### src/rtl/wdog_pkg.sv
package wdog_pkg;
    localparam int CODE_W    = 5;
    localparam int MAX_STEPS = 30;
    typedef logic [CODE_W-1:0] wd_code_t;
    localparam wd_code_t CODE_OFF = wd_code_t'(31);
    localparam wd_code_t CODE_MIN = wd_code_t'(0);
endpackage

### src/rtl/wdog_limit_dec.sv
module wdog_limit_dec
    import wdog_pkg::*;
#(
    parameter int TICKS_PER_STEP = 100,
    parameter int CNT_W          = 12
) (
    input  wd_code_t         code_i,
    output logic [CNT_W-1:0] limit_o,
    output logic             disabled_o
);
    logic [CNT_W-1:0] steps;

    always_comb begin
        // invalid code 0 falls back to a single step
        if (code_i == CODE_MIN) steps = CNT_W'(1);
        else                    steps = CNT_W'(code_i);
        disabled_o = (code_i == CODE_OFF);
        limit_o    = steps * CNT_W'(TICKS_PER_STEP);
    end
endmodule

### src/rtl/wdog_counter.sv
module wdog_counter
    import wdog_pkg::*;
#(
    parameter int CNT_W = 12
) (
    input  logic             clk,
    input  logic             rst_n,
    input  logic             tick_i,
    input  logic             kick_i,
    input  wd_code_t         code_i,
    input  logic [CNT_W-1:0] limit_i,
    input  logic             disabled_i,
    input  logic             hold_i,
    output logic             expire_o
);
    typedef struct packed {
        logic [CNT_W-1:0] cnt;
        wd_code_t         code;
    } cnt_state_t;

    cnt_state_t st_d, st_q;
    logic       clear;
    logic [CNT_W:0] cnt_inc;

    always_comb begin
        st_d      = st_q;
        st_d.code = code_i;
        cnt_inc   = {1'b0, st_q.cnt} + 1'b1;
        clear     = kick_i || (code_i != st_q.code) || hold_i || disabled_i;
        expire_o  = 1'b0;
        if (clear) begin
            st_d.cnt = '0;
        end else if (tick_i) begin
            if (cnt_inc >= {1'b0, limit_i}) begin
                expire_o = 1'b1;
                st_d.cnt = '0;
            end else begin
                st_d.cnt = cnt_inc[CNT_W-1:0];
            end
        end
    end

    always_ff @(posedge clk or negedge rst_n) begin
        if (!rst_n) st_q <= '0;
        else        st_q <= st_d;
    end

    p_kick_clears_r4: assert property (@(posedge clk) disable iff (!rst_n)
        kick_i |=> (st_q.cnt == '0));
    p_code_change_clears_r5: assert property (@(posedge clk) disable iff (!rst_n)
        (code_i != st_q.code) |=> (st_q.cnt == '0));
    p_held_in_reset_r8: assert property (@(posedge clk) disable iff (!rst_n)
        hold_i |=> (st_q.cnt == '0));
    p_off_stays_zero_r3: assert property (@(posedge clk) disable iff (!rst_n)
        ((code_i == CODE_OFF) && (st_q.code == CODE_OFF)) |-> (st_q.cnt == '0 && !expire_o));
    p_count_below_limit_r1: assert property (@(posedge clk) disable iff (!rst_n)
        (code_i == st_q.code) |-> (st_q.cnt < limit_i));
endmodule

### src/rtl/wdog_rst_gen.sv
module wdog_rst_gen #(
    parameter int HOLD_TICKS = 100,
    parameter int HOLD_W     = 7
) (
    input  logic clk,
    input  logic rst_n,
    input  logic tick_i,
    input  logic expire_i,
    input  logic en_i,
    input  logic lv_i,
    output logic active_o
);
    typedef struct packed {
        logic              active;
        logic [HOLD_W-1:0] hold;
    } rg_state_t;

    rg_state_t st_d, st_q;
    logic [HOLD_W:0] hold_inc;

    always_comb begin
        st_d     = st_q;
        hold_inc = {1'b0, st_q.hold} + 1'b1;
        if (lv_i) begin
            st_d.active = 1'b1;
            st_d.hold   = '0;
        end else if (expire_i && en_i) begin
            st_d.active = 1'b1;
            st_d.hold   = '0;
        end else if (st_q.active && tick_i) begin
            if (hold_inc >= (HOLD_W+1)'(HOLD_TICKS)) begin
                st_d.active = 1'b0;
                st_d.hold   = '0;
            end else begin
                st_d.hold = hold_inc[HOLD_W-1:0];
            end
        end
        active_o = st_q.active;
    end

    always_ff @(posedge clk or negedge rst_n) begin
        if (!rst_n) st_q <= '0;
        else        st_q <= st_d;
    end

    p_lv_forces_reset_r9: assert property (@(posedge clk) disable iff (!rst_n)
        lv_i |=> st_q.active);
    p_expiry_asserts_r7: assert property (@(posedge clk) disable iff (!rst_n)
        (expire_i && en_i) |=> st_q.active);
    p_expiry_masked_r6: assert property (@(posedge clk) disable iff (!rst_n)
        (!st_q.active && !lv_i && !en_i) |=> !st_q.active);
    p_release_on_tick_r7: assert property (@(posedge clk) disable iff (!rst_n)
        $fell(st_q.active) |-> ($past(tick_i) && !$past(lv_i)));
    p_hold_in_range_r7: assert property (@(posedge clk) disable iff (!rst_n)
        st_q.hold < HOLD_W'(HOLD_TICKS));
endmodule

### src/rtl/wdog_reset_top.sv
module wdog_reset_top
    import wdog_pkg::*;
#(
    parameter int TICKS_PER_STEP = 100,
    parameter int HOLD_TICKS     = 100
) (
    input  logic       clk,
    input  logic       rst_n,
    input  logic       tick_ms,
    input  logic       kick,
    input  logic [4:0] timeout_code,
    input  logic       wd_enable,
    input  logic       lv_detect,
    input  logic [1:0] trip_sel,
    output logic [1:0] cmp_trip_sel,
    output logic       reset_out
);
    localparam int CNT_W  = $clog2(MAX_STEPS * TICKS_PER_STEP + 1);
    localparam int HOLD_W = $clog2(HOLD_TICKS + 1);

    logic [CNT_W-1:0] limit;
    logic             disabled;
    logic             expire;
    logic             active;

    typedef struct packed {
        logic [1:0] trip;
    } top_state_t;

    top_state_t st_d, st_q;

    wdog_limit_dec #(
        .TICKS_PER_STEP (TICKS_PER_STEP),
        .CNT_W          (CNT_W)
    ) i_dec (
        .code_i     (wd_code_t'(timeout_code)),
        .limit_o    (limit),
        .disabled_o (disabled)
    );

    wdog_counter #(
        .CNT_W (CNT_W)
    ) i_cnt (
        .clk        (clk),
        .rst_n      (rst_n),
        .tick_i     (tick_ms),
        .kick_i     (kick),
        .code_i     (wd_code_t'(timeout_code)),
        .limit_i    (limit),
        .disabled_i (disabled),
        .hold_i     (active),
        .expire_o   (expire)
    );

    wdog_rst_gen #(
        .HOLD_TICKS (HOLD_TICKS),
        .HOLD_W     (HOLD_W)
    ) i_rst (
        .clk      (clk),
        .rst_n    (rst_n),
        .tick_i   (tick_ms),
        .expire_i (expire),
        .en_i     (wd_enable),
        .lv_i     (lv_detect),
        .active_o (active)
    );

    always_comb begin
        st_d      = st_q;
        st_d.trip = trip_sel;
    end

    always_ff @(posedge clk or negedge rst_n) begin
        if (!rst_n) st_q <= '0;
        else        st_q <= st_d;
    end

    assign cmp_trip_sel = st_q.trip;
    assign reset_out    = active;

    p_trip_follows_r10: assert property (@(posedge clk) disable iff (!rst_n)
        $past(rst_n) |-> (cmp_trip_sel == $past(trip_sel)));
    p_off_no_reset_r3: assert property (@(posedge clk) disable iff (!rst_n)
        (!reset_out && !lv_detect && timeout_code == 5'd31 && !kick) |=> !reset_out);
endmodule

### config.mk
export PLATFORM = sky130hd
export DESIGN_NAME = wdog_reset_top
export DESIGN_NICKNAME = d
export VERILOG_FILES = /design/src/rtl/wdog_pkg.sv /design/src/rtl/wdog_limit_dec.sv /design/src/rtl/wdog_counter.sv /design/src/rtl/wdog_rst_gen.sv /design/src/rtl/wdog_reset_top.sv
export SDC_FILE = /design/constraint.sdc
export NUM_CORES = 1
export LEC_CHECK = 0
export ABC_AREA = 0
export CAP_MARGIN = 25
export CORE_AREA = 2 2 76 78
export DETAILED_ROUTE_END_ITERATION = 8
export DIE_AREA = 0 0 78 80
export DONT_BUFFER_PORTS = 1
export GPL_TIMING_DRIVEN = 0
export SLEW_MARGIN = 0
export SYNTH_ARGS = -nofsm -noshare
export SYNTH_HDL_FRONTEND = slang
export SYNTH_HIERARCHICAL = 1
export SYNTH_SLANG_ARGS = --single-unit
### constraint.sdc
create_clock -name clk -period 3.2 [get_ports clk]
set_input_delay 0.32 -clock clk [delete_from_list [all_inputs] [get_ports clk]]
set_output_delay 0.32 -clock clk [all_outputs]
set_load 0.1 [all_outputs]
== Word level (Yosys, flattened, before mapping) ==
Index checks and enable logic that the tools add are counted.
W data, S select, Z words.
Operators by class
  add/subtract/negate cells: 2
  multipliers: 1
  order comparisons: 2
  equality and inequality tests: 2
  multiplexer cells: 12
  reductions and logical operators: 10
Operators by type and width (count)
  $mux W12: 3
  $mux W8: 3
  $add A12 B1 Y13 const B: 1
  $ge A13 B12 Y1: 1
  $mul A5 B5 Y10 const B: 1
  $add A7 B1 Y8 const B: 1
  $ge A8 B7 Y1 const B: 1
  $mux W7: 1
  $reduce_bool A3 Y1: 2
  $eq A5 B5 Y1 const B: 1
  $logic_not A5 Y1: 1
  $mux W5: 1
  $ne A5 B5 Y1: 1
  $mux W1: 4
  $logic_or A1 B1 Y1: 3
  $logic_and A1 B1 Y1: 2
  $reduce_and A2 Y1: 1
  $reduce_bool A2 Y1: 1
Word-level totals
  bits in registers: 27
  output and inout port bits: 3

== Depth between registers and ports, before layout ==
  word-level depth: 10
  gate-level depth with buffers: 22
  gate-level depth less buffers: 22

== By module ==
Netlist, hierarchy kept.
By module, submodules not included
  wdog_counter: instances 1, cells an instance 128, area an instance 1292.5 µm², seq. area each 425.4 µm²
  wdog_rst_gen: instances 1, cells an instance 63, area an instance 580.6 µm², seq. area each 200.2 µm²
  wdog_limit_dec: instances 1, cells an instance 56, area an instance 416.6 µm², seq. area each 0.0 µm²
  wdog_reset_top: instances 1, cells an instance 2, area an instance 50.0 µm², seq. area each 50.0 µm²

== Worst setup path before layout ==
OpenSTA, ideal clock, no wires.
  kind: in2reg
  start point: input timeout_code[2]
  end point: register i_rst/st_q[4] (netlist bit)
  setup time: 0.074 ns
  data arrival time: 4.296 ns
  slack: -1.170 ns
  stages: 21
  path buffers: 0
  cell sequence: inv_1 -> ha_1 -> or4b_1 -> nand2_1 -> o21ai_1 -> ha_1 -> ha_1 -> ha_1 -> nand3_1 -> o21ai_0 -> xnor2_1 -> inv_1 -> ha_1 -> and3_1 -> nand3_1 -> o211ai_2 -> nor2_1 -> nor2_1 -> a21o_1 -> or4_4 -> o21ai_2
On the way
  cells in the longest elaborated chain, start to end: 10
  elaborated cells on any way between the ends: 16
Ends and longest elaborated chain
  start, declared: RTL line wdog_reset_top.sv:11  | input logic [4:0] timeout_code,
  $logic_not A5 Y1: RTL line wdog_limit_dec.sv:15  | if (code_i == CODE_MIN) steps = CNT_W'(1);
  $mux W5 *: RTL line wdog_limit_dec.sv:15
  $mul A5 B5 Y10 *: RTL line wdog_limit_dec.sv:18  | limit_o = steps * CNT_W'(TICKS_PER_STEP);
  net limit[11]: RTL line wdog_reset_top.sv:21  | logic [CNT_W-1:0] limit;
  $ge A13 B12 Y1 *: RTL line wdog_counter.sv:34  | if (cnt_inc >= {1'b0, limit_i}) begin
  $mux W1 *: RTL line wdog_counter.sv:34
  $mux W1 *: RTL line wdog_counter.sv:33  | end else if (tick_i) begin
  $mux W1 *: RTL line wdog_counter.sv:31  | if (clear) begin
  net expire: RTL line wdog_reset_top.sv:23  | logic expire;
  $logic_and A1 B1 Y1 *: RTL line wdog_rst_gen.sv:27  | end else if (expire_i && en_i) begin
  $mux W8: RTL line wdog_rst_gen.sv:27
  $mux W8: RTL line wdog_rst_gen.sv:24  | if (lv_i) begin
  end signal, assigned: RTL line wdog_rst_gen.sv:43  | else st_q <= st_d;
  end, declared: RTL line wdog_rst_gen.sv:18  | rg_state_t st_d, st_q;
Mark *: on every way through the listed nets, which the timed path passes. The rest lies on a longest branch.
A chain may end at the register's enable or synchronous reset.

== Worst setup path after layout ==
  start point: input timeout_code[2]
  end point: register i_rst/st_q[0] (netlist bit)
Same word-level chain as after synthesis.

==> out/results.ini <==
[run_status]
run_status=complete, but fails checks
violations=setup timing

[yosys]
syn_inst=249
synth.distinct_cells=58
ys_async_sr_fraction_pct=100
synth_edf_count=0
yosys_warnings=6
synth_area_um2=2340
ys_ff_latch=27
synth_seq_area_share_pct=28.9
dominantRegCellSynth=dfrtp_1
avgSynthCellArea_um2=9.40

[cells_and_area]
final_common_cell=dfrtp_1
post-route-util_pct=52.3
nets=314
fillCellCount=525
layout-drive-gt1-share_pct=24.9
syn2layout_area_growth_pct=20.7
n_antenna_cell=0
final_cell_mix=dfrtp_1 (27), ha_1 (25), nand2_1 (22), inv_1 (18), buf_4 (12)

[setup_path]
start_kind=input port
cp_common_cell=ha_4
crit_chain=clkinv_16 -> ha_4 -> or4b_4 -> nand2_4 -> o21ai_2 -> ha_1 -> ha_4 -> ha_4 -> a31oi_4 -> xnor2_1 -> inv_1 -> ha_1 -> a21o_1 -> a21oi_2 -> o211ai_4 -> nor2_2 -> nor2_2 -> a21o_2 -> or4_4 -> o21ai_2
worstPathMaxFanout=7
path_depth=20
required_ps=3410
cp-end-kind=register
critical-path-max-stage-delay_ps=560
ff2ff_path_depth=12
worstPathArrival_ps=4020
crit_family=simple AND/OR/NAND/NOR gates
cp_num_buf_inv=2
slowest_stage=or4_4
worst-setup-path-type=input port to register

[detailed_routing]
drc=0
postRouteAntennaNets=0
first_pass_iters=4
wl_per_cell_um=14.9
via_per_inst=5.37
drtIter0Drc=72
vias=1831
drt_wl_total_um=5080

[global_routing]
grt_max_degree=28
grt.overflow.total=0
grt_pass1_wl_um=8580
antenna_found_initial=0
grt_pass1_vias=1791
grt_use_total_pct=17.3

[die]
rows=27
die_y_um=80
boundaryPins=16
die_width_um=78
initial_core_util_pct=43.3
dieArea_um2=6240
design.core.area_um2=5410

[clocking]
clk_pin_slew_ps=90
clock_path_buffers=2
numCtsBuffers=3
cts_tree=built
root_buffer=clkbuf_8
insertion_delay_ps=270
cts.sinks=27
htreeDepth=1

[sta]
setup_ws_ps=-615
hold_violations=0
rsz0062_at_grt=true
slew_violations=0
relSlewSlack_pct=27.8
tightest_slew_ps=1080
final.setup.tns_ps=-6960
layout_min_cycle_time_ps=3810
max_freq_mhz=262
fin_crit_sh_pct=119
setup_violations=20
whs_ps=65.0
finalClockSkew_ps=4.63

[placement]
io_buffer_count=0
place_congestion=0.838
dp_hpwl_um=3650
place_ws_ps=-1100

[pwr]
p_per_area_nw_per_um2=265
finalPower_mw=0.750
leakagePower_nw=1.26
ir_drop_mv=0.168

[hold_path]
hp-class=input port to register
holdPathStages=0

[flow_run]
cap_viol_max_count=0

==> flip-flops by register name, indices dropped and copies added (netlist names) <==
signal / count
cmp_trip_sel: 2
i_cnt/st_q: 17
i_rst/active_o: 1
i_rst/st_q: 7
==> final timing paths <==
path | start | slack [ps] | to
hold / removal | timeout_code[2] | 70 | i_cnt/st_q[2]
min in group asynchronous | rst_n | 500 | i_cnt/st_q[8]
max in group asynchronous | rst_n | 2540 | i_cnt/st_q[13]
hold reg to reg | i_rst/st_q[0] | 570 | i_rst/st_q[0]
setup reg to reg | i_cnt/st_q[7] | -130 | i_rst/st_q[0]
setup / recovery | timeout_code[2] | -610 | i_rst/st_q[0]
==> cell usage after synthesis (2+ instances only) <==
cell	number	share of area (%)
xor2_1	7	2.6
clkbuf_1	3	0.48
or4_1	2	0.64
a21o_1	11	3.5
xnor2_1	9	3.4
nor2_1	11	1.8
and3_1	4	1.1
nand4b_1	2	0.75
a31oi_1	5	1.3
buf_4	2	0.64
buf_2	2	0.43
a22o_1	6	2.2
nor4_4	2	1.8
nor2b_1	2	0.53
nand3_1	11	2.4
a21oi_1	8	1.7
ha_1	30	16
or4b_1	2	0.86
inv_1	21	3.4
o21ai_1	7	1.5
or3_1	3	0.80
nand2b_1	6	1.6
nand4_1	4	1.1
a2111oi_1	4	1.7
o21ai_0	3	0.64
dfrtp_1	27	29
nand2_1	24	3.9
==> worst register-to-register path, cell delays in order (launching register included) <==
cell and delay, ps:
dfrtp_1 470, nand3_1 260, or2_2 360, nand2_1 80, ha_1 240, and3_1 220
a221oi_2 430, o211ai_4 140, nor2_2 130, nor2_2 60, a21o_2 200, or4_4 560
o21ai_2 140
==> area by class of cell <==
type	count	area (µm²)	area share, %
Clock inverter	1	5.00	0.177
Buffer	8	47.5	1.68
Inverter	21	118	4.16
Multi-Input combinational cell	194	1710	60.5
Timing Repair Buffer	15	139	4.92
Tap cell	72	90.1	3.19
Sequential cell	27	676	23.9
Clock buffer	3	41.3	1.46
==> metal layers <==
metal / wire, µm / part of all wire, % / track usage [%]
met1: 2470 / 49 / 23.7
met2: 2410 / 48 / 29.7
met3: 180 / 3.5 / 3.17
met4: 10 / 0.20 / 1.58
met5: 0 / 0 / 0
==> per-stage QoR <==
step           std cells  instance area [µm²]
6_report             341                 2830
5_1_grt              341                 2830
4_1_cts              335                 2720
3_5_place_dp         322                 2540
3_3_place_gp         322                 2540
2_1_floorplan        250                 2450
==> logic make-up after synthesis <==
logic type / after synthesis / synth area share [%]
compound gates: 57 / 19.4
mux: 1 / 0.481
other cells: 1 / 0.160
flops: 27 / 28.9
fa+ha+maj: 31 / 16.9
simple gates: 87 / 22.8
buf+inv: 29 / 5.40
xor+xnor: 16 / 5.99
==> repair_timing <==
action | 4_1_cts | 5_1_grt
gates resized for setup | 12 | 13
hold endpoints to repair | 27 | 0
endpoints found under the setup margin | 20 | 20
hold buffers | 2 | 0
pin swaps | 10 | 20
buffers inserted | 7 | 6
gates cloned | 0 | 0
==> where the power goes <==
group	internal, mW	switching [mW]	leakage [nW]
logic	0.0895	0.103	0.884
clock network	0.0873	0.107	0.0255
registers	0.348	0.0156	0.354
Note: power is estimated with default switching activity, not from simulation.
